### config.mk
export PLATFORM = sky130hd
export DESIGN_NAME = fcs_gen
export DESIGN_NICKNAME = d
export VERILOG_FILES = /design/src/rtl/fcs_pkg.sv /design/src/rtl/fcs_lfsr.sv /design/src/rtl/fcs_sequencer.sv /design/src/rtl/fcs_gen.sv
export SDC_FILE = /design/constraint.sdc
export NUM_CORES = 1
export LEC_CHECK = 0
export CORE_MARGIN = 2
export CORE_UTILIZATION = 41
export CTS_CLUSTER_SIZE = 14
export DETAILED_ROUTE_END_ITERATION = 12
export DONT_BUFFER_PORTS = 1
export GPL_TIMING_DRIVEN = 0
export SYNTH_ARGS = -nofsm -noshare
export SYNTH_HDL_FRONTEND = slang
export SYNTH_SLANG_ARGS = --single-unit
### constraint.sdc
create_clock -name clk -period 4.4 [get_ports clk]
set_clock_uncertainty 0.05 [all_clocks]
set_input_delay 0.22 -clock clk [delete_from_list [all_inputs] [get_ports clk]]
set_output_delay 0.22 -clock clk [all_outputs]
set_load 0.005 [all_outputs]
### src/rtl/fcs_pkg.sv
package fcs_pkg;
  typedef enum logic [1:0] {
    SEL_CCITT = 2'd0,
    SEL_C16   = 2'd1,
    SEL_C32   = 2'd2,
    SEL_ALT   = 2'd3
  } fcs_sel_e;

  localparam int REM_W = 32;

  // reflected generator polynomials (LSB-first datapath)
  function automatic logic [REM_W-1:0] refl_poly(fcs_sel_e s);
    case (s)
      SEL_C16: return 32'h0000_A001;
      SEL_C32: return 32'hEDB8_8320;
      default: return 32'h0000_8408;
    endcase
  endfunction

  function automatic logic [REM_W-1:0] preset_of(fcs_sel_e s);
    case (s)
      SEL_C16: return 32'h0000_0000;
      SEL_C32: return 32'hFFFF_FFFF;
      default: return 32'h0000_FFFF;
    endcase
  endfunction

  function automatic logic out_inv(fcs_sel_e s);
    return (s != SEL_C16);
  endfunction

  function automatic int unsigned len_of(fcs_sel_e s);
    return (s == SEL_C32) ? 32 : 16;
  endfunction

  function automatic logic [REM_W-1:0] rem_step(logic [REM_W-1:0] c, logic b,
                                                fcs_sel_e s);
    logic fb;
    fb = c[0] ^ b;
    return (c >> 1) ^ (fb ? refl_poly(s) : '0);
  endfunction
endpackage

### src/rtl/fcs_lfsr.sv
module fcs_lfsr
  import fcs_pkg::*;
#(
  parameter int W = 32
) (
  input  logic         clk,
  input  logic         rst_n,
  input  logic         load,
  input  fcs_sel_e     load_sel,
  input  fcs_sel_e     run_sel,
  input  logic         advance,
  input  logic         data_bit,
  input  logic         shift,
  output logic [W-1:0] rem_q
);
  logic [W-1:0] rem_d;

  always_comb begin
    rem_d = rem_q;
    if (load)         rem_d = preset_of(load_sel);
    else if (advance) rem_d = rem_step(rem_q, data_bit, run_sel);
    else if (shift)   rem_d = rem_q >> 1;
  end

  always_ff @(posedge clk or negedge rst_n) begin
    if (!rst_n) rem_q <= preset_of(SEL_CCITT);
    else        rem_q <= rem_d;
  end
endmodule

### src/rtl/fcs_sequencer.sv
module fcs_sequencer #(
  parameter int CNT_W = 5
) (
  input  logic             clk,
  input  logic             rst_n,
  input  logic             abort,
  input  logic             go,
  input  logic [CNT_W-1:0] last_idx,
  output logic             busy,
  output logic             last_bit
);
  logic [CNT_W-1:0] cnt_q;

  assign last_bit = busy && (cnt_q == last_idx);

  always_ff @(posedge clk or negedge rst_n) begin
    if (!rst_n) begin
      busy  <= 1'b0;
      cnt_q <= '0;
    end else if (abort) begin
      busy  <= 1'b0;
      cnt_q <= '0;
    end else if (go) begin
      busy  <= 1'b1;
      cnt_q <= '0;
    end else if (busy) begin
      if (last_bit) busy <= 1'b0;
      cnt_q <= cnt_q + 1'b1;
    end
  end
endmodule

### src/rtl/fcs_gen.sv
module fcs_gen
  import fcs_pkg::*;
#(
  parameter int FCS_MAX_W = 32
) (
  input  logic       clk,
  input  logic       rst_n,
  input  logic       frame_start,
  input  logic [1:0] poly_sel,
  input  logic       bit_valid,
  input  logic       bit_in,
  input  logic       frame_end,
  input  logic       fcs_dis,
  output logic       fcs_bit,
  output logic       fcs_valid,
  output logic       busy,
  output logic       done
);
  localparam int CNT_W = $clog2(FCS_MAX_W);

  fcs_sel_e             mode_q;
  fcs_sel_e             sel_in;
  logic [REM_W-1:0]     rem_q;
  logic                 bit_take;
  logic                 end_take;
  logic                 append_go;
  logic [CNT_W-1:0]     last_idx;

  assign sel_in    = fcs_sel_e'(poly_sel);
  assign bit_take  = bit_valid && !busy && !frame_start;
  assign end_take  = frame_end && !busy && !frame_start;
  assign append_go = end_take && !fcs_dis;
  assign last_idx  = CNT_W'(len_of(mode_q) - 1);

  always_ff @(posedge clk or negedge rst_n) begin
    if (!rst_n)           mode_q <= SEL_CCITT;
    else if (frame_start) mode_q <= sel_in;
  end

  fcs_lfsr #(.W(REM_W)) u_lfsr (
    .clk      (clk),
    .rst_n    (rst_n),
    .load     (frame_start),
    .load_sel (sel_in),
    .run_sel  (mode_q),
    .advance  (bit_take),
    .data_bit (bit_in),
    .shift    (busy),
    .rem_q    (rem_q)
  );

  fcs_sequencer #(.CNT_W(CNT_W)) u_seq (
    .clk      (clk),
    .rst_n    (rst_n),
    .abort    (frame_start),
    .go       (append_go),
    .last_idx (last_idx),
    .busy     (busy),
    .last_bit (done)
  );

  assign fcs_valid = busy;
  assign fcs_bit   = busy && (rem_q[0] ^ out_inv(mode_q));
endmodule

After elaboration in Yosys (flattened, before gate mapping). Index checks and enable logic that the tools add are counted. Widths: inputs -> output; s select.

$add $sub $neg: 2. Divide/modulo/power cells: 0. Shift-type cells: 0. Bitwise gates (word level): 3. Eq/ne operators: 6. Order comparisons: 0. Mux-type cells: 16. Reduce and logical (&&, ||, !) cells: 12. $mul: 0.

Operators by type and width (count): $mux 32 (6); $pmux 32 s2 (2); $xor 31x32->32 (1); $mux 5 (4); $logic_and 1x1->1 (7); $reduce_bool 3->1 (2); $add 5x1->5 const B (1); $eq 5x5->1 (1); $sub 5x1->5 const B (1); $eq 2x1->1 const B (2); $eq 2x2->1 const B (2); $mux 1 (4); $logic_not 1->1 (3); $ne 2x1->1 const B (1); $xor 1x1->1 (2).

Bits in writable memories: 0. Memories: 0. Bits in registers: 40. Latch bits: 0. Bits in read-only memories: 0. Input bits: 9. Output and inout bits: 4. Word-level logic and storage cells: 43.

Depth between registers and ports, before layout. Gate-level depths: netlist of run 1.

Word-level depth: 9. Mapped depth: 7. Mapped depth without buffers: 6.

Modules after synthesis. From an unflattened synthesis of run 1, not the netlist that was laid out.

Cells, all modules: 234. Area total of the unflattened synthesis: 2308.5 µm².

Modules (own cells, without submodules): fcs_lfsr (cells each 189, sequential area each 820.8 µm², area an instance 1828.0 µm², instances 1); fcs_sequencer (cells each 32, sequential area each 150.1 µm², area an instance 341.6 µm², instances 1); fcs_gen (cells each 13, sequential area each 50.0 µm², area an instance 138.9 µm², instances 1).

Worst setup path after synthesis of run 1. OpenSTA, ideal clock, no wires.

Kind: flip-flop to flip-flop. Start: register u_lfsr.rem_q[0]. End: register u_lfsr.rem_q[23]. Buffers on the path: 1. Path slack: 2.761 ns. Required time: 4.256 ns. Data arrival time: 1.495 ns. Setup time: 0.094 ns. Cell stages (with the launch flop): 6. Clock period less this slack: 1.639 ns. Cells stage by stage: dfstp_2 -> xor2_2 -> nand4_2 -> buf_4 -> xor2_1 -> a211oi_1.

Word-level cells in the longest chain between the ends: 5.

Ends and longest elaborated chain: from (decl) (RTL line fcs_lfsr.sv:14) `output logic [W-1:0] rem_q`; from (signal assigned) (RTL line fcs_lfsr.sv:26) `if (!rst_n) rem_q <= preset_of(SEL_CCITT);`; from (signal assigned) (RTL line fcs_lfsr.sv:27) `else rem_q <= rem_d;`; $xor 1x1->1 (RTL line fcs_pkg.sv:39) `fb = c[0] ^ b;`; $mux 32 (RTL line fcs_pkg.sv:40) `return (c >> 1) ^ (fb ? refl_poly(s) : '0);`; $xor 31x32->32 (RTL line fcs_pkg.sv:40); $mux 32 (RTL line fcs_lfsr.sv:21) `else if (advance) rem_d = rem_step(rem_q, data_bit, run_sel);`; $mux 32 (RTL line fcs_lfsr.sv:20) `if (load) rem_d = preset_of(load_sel);`.

No other way between the ends. A chain may end at the register's enable or synchronous reset.

Worst setup path in the final report of run 1.
Start: register u_lfsr.rem_q[0]. End: register u_lfsr.rem_q[27].

Same word-level chain as after synthesis.

==> results of run 1 <==
==> sequential cells by signal, summed over array words and instances, names as in the netlist <==
name	flops
u_seq.cnt_q	5
mode_q	2
u_seq.busy	1
u_lfsr.rem_q	32
==> power groups by stage <==
| stage | clock network [mW] | registers [mW] | logic (mW) |
|---|---|---|---|
| after floorplan | 0 | 0.450 | 0.0894 |
| after global placement | 0 | 0.455 | 0.106 |
| after detailed placement | 0 | 0.457 | 0.109 |
| after CTS | 0.262 | 0.451 | 0.120 |
| after global routing | 0.275 | 0.456 | 0.136 |
| final | 0.251 | 0.450 | 0.118 |
==> cells in the mapped netlist (2+ instances only) <==
cell	n
a211oi_1	7
a211oi_2	2
a21oi_1	25
a22oi_1	3
buf_4	2
buf_6	2
clkbuf_1	6
dfrtp_1	24
dfstp_2	16
ha_1	4
inv_1	4
nand2_1	18
nand3_1	2
nand4_1	2
nor2_1	32
o21ai_0	10
xnor2_1	4
xor2_1	17
==> stage by stage <==
| stage | utilization | setup slack (ns) | instance area [um2] | cells |
|---|---|---|---|---|
| 6_report | 0.461 | 2.57 | 2150 | 262 |
| 5_1_grt | 0.461 | 2.41 | 2150 | 262 |
| 4_1_cts | 0.461 | 2.55 | 2150 | 262 |
| 3_5_place_dp | 0.433 | 2.55 | 2020 | 251 |
| 3_3_place_gp | 0.433 | 2.60 | 2020 | 251 |
| 2_1_floorplan | - | 2.76 | 1950 | 197 |
==> worst max-delay path: stages (launching register included) <==
cell	delay [ns]
dfstp_2	0.58
xor2_2	0.25
nand4_2	0.21
buf_4	0.25
xor2_1	0.15
a211oi_1	0.24
==> final cells by class <==
cell class	instances	area, um2	share of cell area
inverter	5	18.8	0.00873
multi-input combinational	140	843	0.392
timing repair buffer	3	40.0	0.0186
buffer	12	68.8	0.0320
clock buffer	8	90.1	0.0419
sequential	40	1020	0.475
tap	54	67.6	0.0314
==> worst max-delay path by stage <==
stage	end	slack, ns	cells past startpoint
floorplan	u_lfsr.rem_q[23]$_DFFE_PN0P_	2.76	5
global placement	u_lfsr.rem_q[24]$_DFFE_PN0P_	2.60	5
detailed placement	u_lfsr.rem_q[23]$_DFFE_PN0P_	2.55	5
CTS	u_lfsr.rem_q[23]$_DFFE_PN0P_	2.55	5
global route	u_lfsr.rem_q[12]$_DFFE_PN1P_	2.41	4
finish	u_lfsr.rem_q[27]$_DFFE_PN0P_	2.57	5
==> layer usage <==
layer | up-vias | GRT usage | part of all wire
met5 | - | 0 | 0
met4 | 0 | 0.0741 | 0.019
met3 | 7 | 0.0359 | 0.047
met2 | 35 | 0.237 | 0.45
met1 | 663 | 0.220 | 0.48
li1 | 677 | - | -
==> kinds of logic after synthesis <==
kind of cell | count (synthesis)
AOI/OAI and AO/OA | 51
xor gates and xnor gates | 22
adders and majority gates | 4
buffers and inverters | 17
DFF | 40
muxes | 1
and+or+nand+nor | 62
==> results.ini, run 1 <==
[setup_path]
r2r_end = u_lfsr.rem_q[27]$_DFFE_PN0P_
arrival_ns = 1.98
critical_path.startpoint = u_lfsr.rem_q[0]$_DFFE_PN1P_
setup.worst_path.end_class = flop
r2r_setup_slack_ns = 2.57
critPathKind = flop to flop
startpoint_type = flop
critPathRequiredTime_ns = 4.55
critPathMaxFanout = 10
rr_worst_depth = 5
reg2reg_from = u_lfsr.rem_q[0]$_DFFE_PN1P_

[layout]
insertedDiodeCount = 0
nNetsFinal = 220
layout_commonest_cell = nor2_1
drive_above_1_share = 0.163
areaGrowthSynthToFinish_pct = 10.1
mostFrequentLayoutCells = nor2_1, a21oi_1, dfrtp_1, nand2_1, xor2_1
fillers = 461

[synthesis]
synth_top_area_frac = 0.308
yosysUniqueCellTypes = 35
synth_xor_xnor_area_share = 0.103
yosysSeqAreaShare = 0.523
synth_area_leaders = dfrtp_1, dfstp_2, xor2_1
syn_avg_cell_area_um2 = 9.91
syn-num-nets = 210
synthSimpleGateAreaFrac = 0.139
synthCells = 197
synth_ff_type = dfrtp_1
synth_compound_area_frac = 0.160
synth_top_family_by_area = compound AO/OA/AOI/OAI gates
ys_ff_latch = 40
synth_mux_area_frac = 0.00513
synthAdderAreaFrac = 0.0256
netlist_area_mm2 = 0.00195
yosysTopAreaCell = dfrtp_1
async_reset_ff_frac = 1.00
ys_warn_count = 0
synth_edf_count = 0

[drt]
routed_wl_mm = 3.76
ant_nets = 0
wl_per_cell_um = 14.3
first_iter_violations = 90
firstDrtPassIters = 4
vias = 1382
drc = 0
vias_per_cell = 5.27

[die]
initial_core_util = 0.419
num_rows = 25
core_area_mm2 = 0.00466
die_h_um = 73.0
pin_count = 13
dieArea_mm2 = 0.00533
die_w_um = 73.0

[global_routing]
grt_pass1_wl_mm = 6.49
antenna_found_initial = 0
grt_pass1_vias = 1347
grt_overflow_total = 0
grt_max_degree = 41
grtUsageTotal = 0.159

[timing]
worst_pin_slew_ns = 0.697
rsz0062_at_grt = false
final-setup-viol-count = 0
finalCritPeriodShare = 0.417
post-route-min-period_ns = 1.83
setup_tns_ns = 0
hold_ws_ns = 0.0460
max_slew_margin = 0.532
hold_violations = 0
drv_slew = 0
fmax_mhz = 545

[power_and_ir_drop]
swShare = 0.267
switching_power_mw = 0.218
power_frac_seq = 0.550
vdd_drop_max_mv = 0.139
p_clk_frac = 0.306
power.density_mw_per_mm2 = 381
p_total_mw = 0.819
p_int_mw = 0.601
pwr-share-comb = 0.145
total_leakage_power_nw = 0.906

[flow_run]
cap_viol_max_count = 0

[placed_design]
io_buffers = 0
dpl.hpwl_mm = 2.48
place_congestion = 0.780

[cts]
cts_buffers = 5
clkTransAtPathRegs_ns = 0.08
cts-root-buf = clkbuf_8
cts_resized = 0
cts_tree = yes
postCtsSetupBuffers = 0
clkLatencyLatePin_ns = 0.29
cts_hold_buf = 3
h-tree-depth = 2
clock-sinks = 40
clk_path_buf_depth = 2

[min_path]
min_path_type = input port to flop
min_delay_worst_endpoint = mode_q[1]$_DFFE_PN0P_
hold_depth = 2
worst_hold_startpoint = poly_sel[1]

[status]
status = complete, no violations

Power figures use the tool's default switching activity.
==> run 2: changes to the inputs <==
- clock period: 4.4 -> 1.6 ns (I/O delays scaled with it)
==> run 2 against run 1 <==
Effect of this change:
- hold slack lost 0.029 ns
- first-iteration DRC count fell by 46%
- largest cell class unchanged
- die area unchanged
- routed wire length up 4.1%
- sequential share of layout area down 3.3 points
- flip-flop and latch count unchanged
- via count decreased by 1.7%
- largest power group unchanged
- register-to-register slack lost 2.5 ns
==> results.ini, run 2 (synthesis results as in run 1) <==
[cts]
cts-root-buf = clkbuf_8  ; unchanged
clock-sinks = 40  ; unchanged
clkLatencyLatePin_ns = 0.28  ; was 0.29 ns
clkTransAtPathRegs_ns = 0.07  ; was 0.08 ns
clk_path_buf_depth = 2  ; unchanged
cts_tree = yes  ; unchanged
cts_buffers = 5  ; unchanged
h-tree-depth = 2  ; unchanged

[setup_path]
startpoint_type = flop  ; unchanged
critPathKind = flop to flop  ; unchanged
critPathMaxFanout = 10  ; unchanged
arrival_ns = 1.72  ; was 1.98 ns
r2r_setup_slack_ns = 0.02  ; was 2.57 ns
reg2reg_from = u_lfsr.rem_q[0]$_DFFE_PN1P_  ; unchanged
r2r_end = u_lfsr.rem_q[27]$_DFFE_PN0P_  ; unchanged
critical_path.startpoint = u_lfsr.rem_q[0]$_DFFE_PN1P_  ; unchanged
slowest_delay_ns = 0.59  ; was 0.58 ns
rr_worst_depth = 5  ; unchanged
slowest_stage = dfstp_2  ; unchanged
setup.worst_path.end_class = flop  ; unchanged
critPathRequiredTime_ns = 1.75  ; was 4.55 ns
worstPathCellList = xor2_4 > nand4_4 > buf_8 > xor2_1 > a211oi_2  ; was xor2_2 > nand4_2 > buf_4 > xor2_1 > a211oi_1

[timing]
post-route-min-period_ns = 1.58  ; was 1.83 ns
finalCritPeriodShare = 0.984  ; was 0.417
fmax_mhz = 635  ; was 545 MHz
hold_ws_ns = 0.0173  ; was 0.0460 ns
worst_slack_ns = 0.0249  ; was 2.57 ns
hold_violations = 0  ; unchanged
rsz0062_at_grt = true  ; was false
worst_pin_slew_ns = 0.443  ; was 0.697 ns
max_slew_margin = 0.704  ; was 0.532
final-setup-viol-count = 0  ; unchanged
setup_tns_ns = 0  ; unchanged
drv_slew = 0  ; unchanged

[status]
status = complete, no violations  ; unchanged

[die]
die_w_um = 73.0  ; unchanged
die_h_um = 73.0  ; unchanged
num_rows = 25  ; unchanged
dieArea_mm2 = 0.00533  ; unchanged
pin_count = 13  ; unchanged
initial_core_util = 0.419  ; unchanged
core_area_mm2 = 0.00466  ; unchanged

[min_path]
hold_depth = 3  ; was 2
worst_hold_startpoint = frame_start  ; was poly_sel[1]
min_delay_worst_endpoint = mode_q[1]$_DFFE_PN0P_  ; unchanged
min_path_type = input port to flop  ; unchanged

[global_routing]
grt_max_degree = 41  ; unchanged
grt_pass1_wl_mm = 6.45  ; was 6.49 mm
grt_overflow_total = 0  ; unchanged
antenna_found_initial = 0  ; unchanged
grtUsageTotal = 0.158  ; was 0.159
grt_pass1_vias = 1394  ; was 1347

[drt]
firstDrtPassIters = 4  ; unchanged
vias = 1358  ; was 1382
first_iter_violations = 49  ; was 90
routed_wl_mm = 3.91  ; was 3.76 mm
wl_per_cell_um = 14.6  ; was 14.3 um
vias_per_cell = 5.07  ; was 5.27
ant_nets = 0  ; unchanged
drc = 0  ; unchanged

[placed_design]
dp_slack_ns = -0.255  ; was 2.55 ns
dp.cells = 251  ; unchanged
io_buffers = 0  ; unchanged
dpl.hpwl_mm = 2.45  ; was 2.48 mm
place_congestion = 0.761  ; was 0.780
placed_area_mm2 = 0.00203  ; was 0.00202 mm2

[layout]
drive_above_1_share = 0.262  ; was 0.163
layout.cells.non_filler = 268  ; was 262
insertedDiodeCount = 0  ; unchanged
layout_commonest_cell = nor2_1  ; unchanged
finalInstanceArea_mm2 = 0.00231  ; was 0.00215 mm2
mostFrequentLayoutCells = nor2_1, a21oi_1, dfrtp_1, nand2_1, xor2_1  ; unchanged
nNetsFinal = 226  ; was 220
final_core_util = 0.497  ; was 0.461
top_regs = u_lfsr.rem_q: 32 flops, u_seq.cnt_q: 5 flops, mode_q: 2 flops  ; unchanged
top_register = u_lfsr.rem_q  ; unchanged
areaGrowthSynthToFinish_pct = 18.6  ; was 10.1%
largest_reg_flops = 32  ; unchanged

[power_and_ir_drop]
power.density_mw_per_mm2 = 1020  ; was 381 mW/mm2
total_leakage_power_nw = 0.969  ; was 0.906 nW
vdd_drop_max_mv = 0.470  ; was 0.139 mV
p_total_mw = 2.35  ; was 0.819 mW

[flow_run]
cap_viol_max_count = 0  ; unchanged

==> run 2: cell types whose count changed in the layout (fill, tap and decap cells not counted), moves of 2 or more <==
| cell | previous run | this run |
|---|---|---|
| nor2_2 | 0 | 3 |
| a211oi_2 | 2 | 9 |
| buf_6 | 2 | 4 |
| clkbuf_8 | 6 | 8 |
| o21ai_0 | 10 | 8 |
| clkbuf_2 | 0 | 2 |
| clkbuf_1 | 8 | 2 |
| nor2_1 | 32 | 29 |
| a211oi_1 | 7 | 0 |
| dlygate4sd3_1 | 2 | 5 |
==> run 2: metal layers <==
layer	vias to the layer above	GRT usage	routed length, um
li1	690	-	-
met5	-	0	0
met2	20	0.242	1730
met1	643	0.215	2000
met3	5	0.0331	126
met4	0	0.0679	57
==> run 2: worst max path at each step <==
stage / cells after the start / end / slack (ns)
after floorplan: 5 / u_lfsr.rem_q[23]$_DFFE_PN0P_ / 0.004
after global placement: 4 / u_lfsr.rem_q[15]$_DFFE_PN1P_ / -0.25
after detailed placement: 4 / u_lfsr.rem_q[12]$_DFFE_PN1P_ / -0.25
after CTS: 4 / u_lfsr.rem_q[12]$_DFFE_PN1P_ / -0.04
after global routing: 5 / u_lfsr.rem_q[21]$_DFFE_PN0P_ / -0.05
final: 5 / u_lfsr.rem_q[27]$_DFFE_PN0P_ / 0.02
==> run 2: layout make-up <==
class                   instances  area (um2)
well taps                      54        67.6
plain buffers                  11        86.3
flip-flops and latches         40        1020
fillers                       439        2350
clock buffers                   8         100
inverters                       5        18.8
multi-input cells             140         912
repair buffers                 10         108
==> run 2: critical path, delay by kind of cell (launching register included) <==
kind	cells	cell delay (ns)
flip-flops	1	0.59
XOR/XNOR	2	0.35
buffers and inverters	1	0.17
AO/OA/AOI/OAI	1	0.21
AND/OR/NAND/NOR	1	0.11
==> run 2: power by group <==
| part | internal (mW) | switching [mW] | total, mW |
|---|---|---|---|
| clock network | 0.393 | 0.324 | 0.718 |
| logic | 0.179 | 0.213 | 0.392 |
| registers | 1.16 | 0.0785 | 1.24 |
==> run 2: what timing repair did <==
action                     CTS  global route
setup endpoints to repair   31            33
hold buffers                 6             0
hold endpoints to repair    43             0
gates resized for setup     17            14
buffers inserted             4             0
pin swaps                    3             5
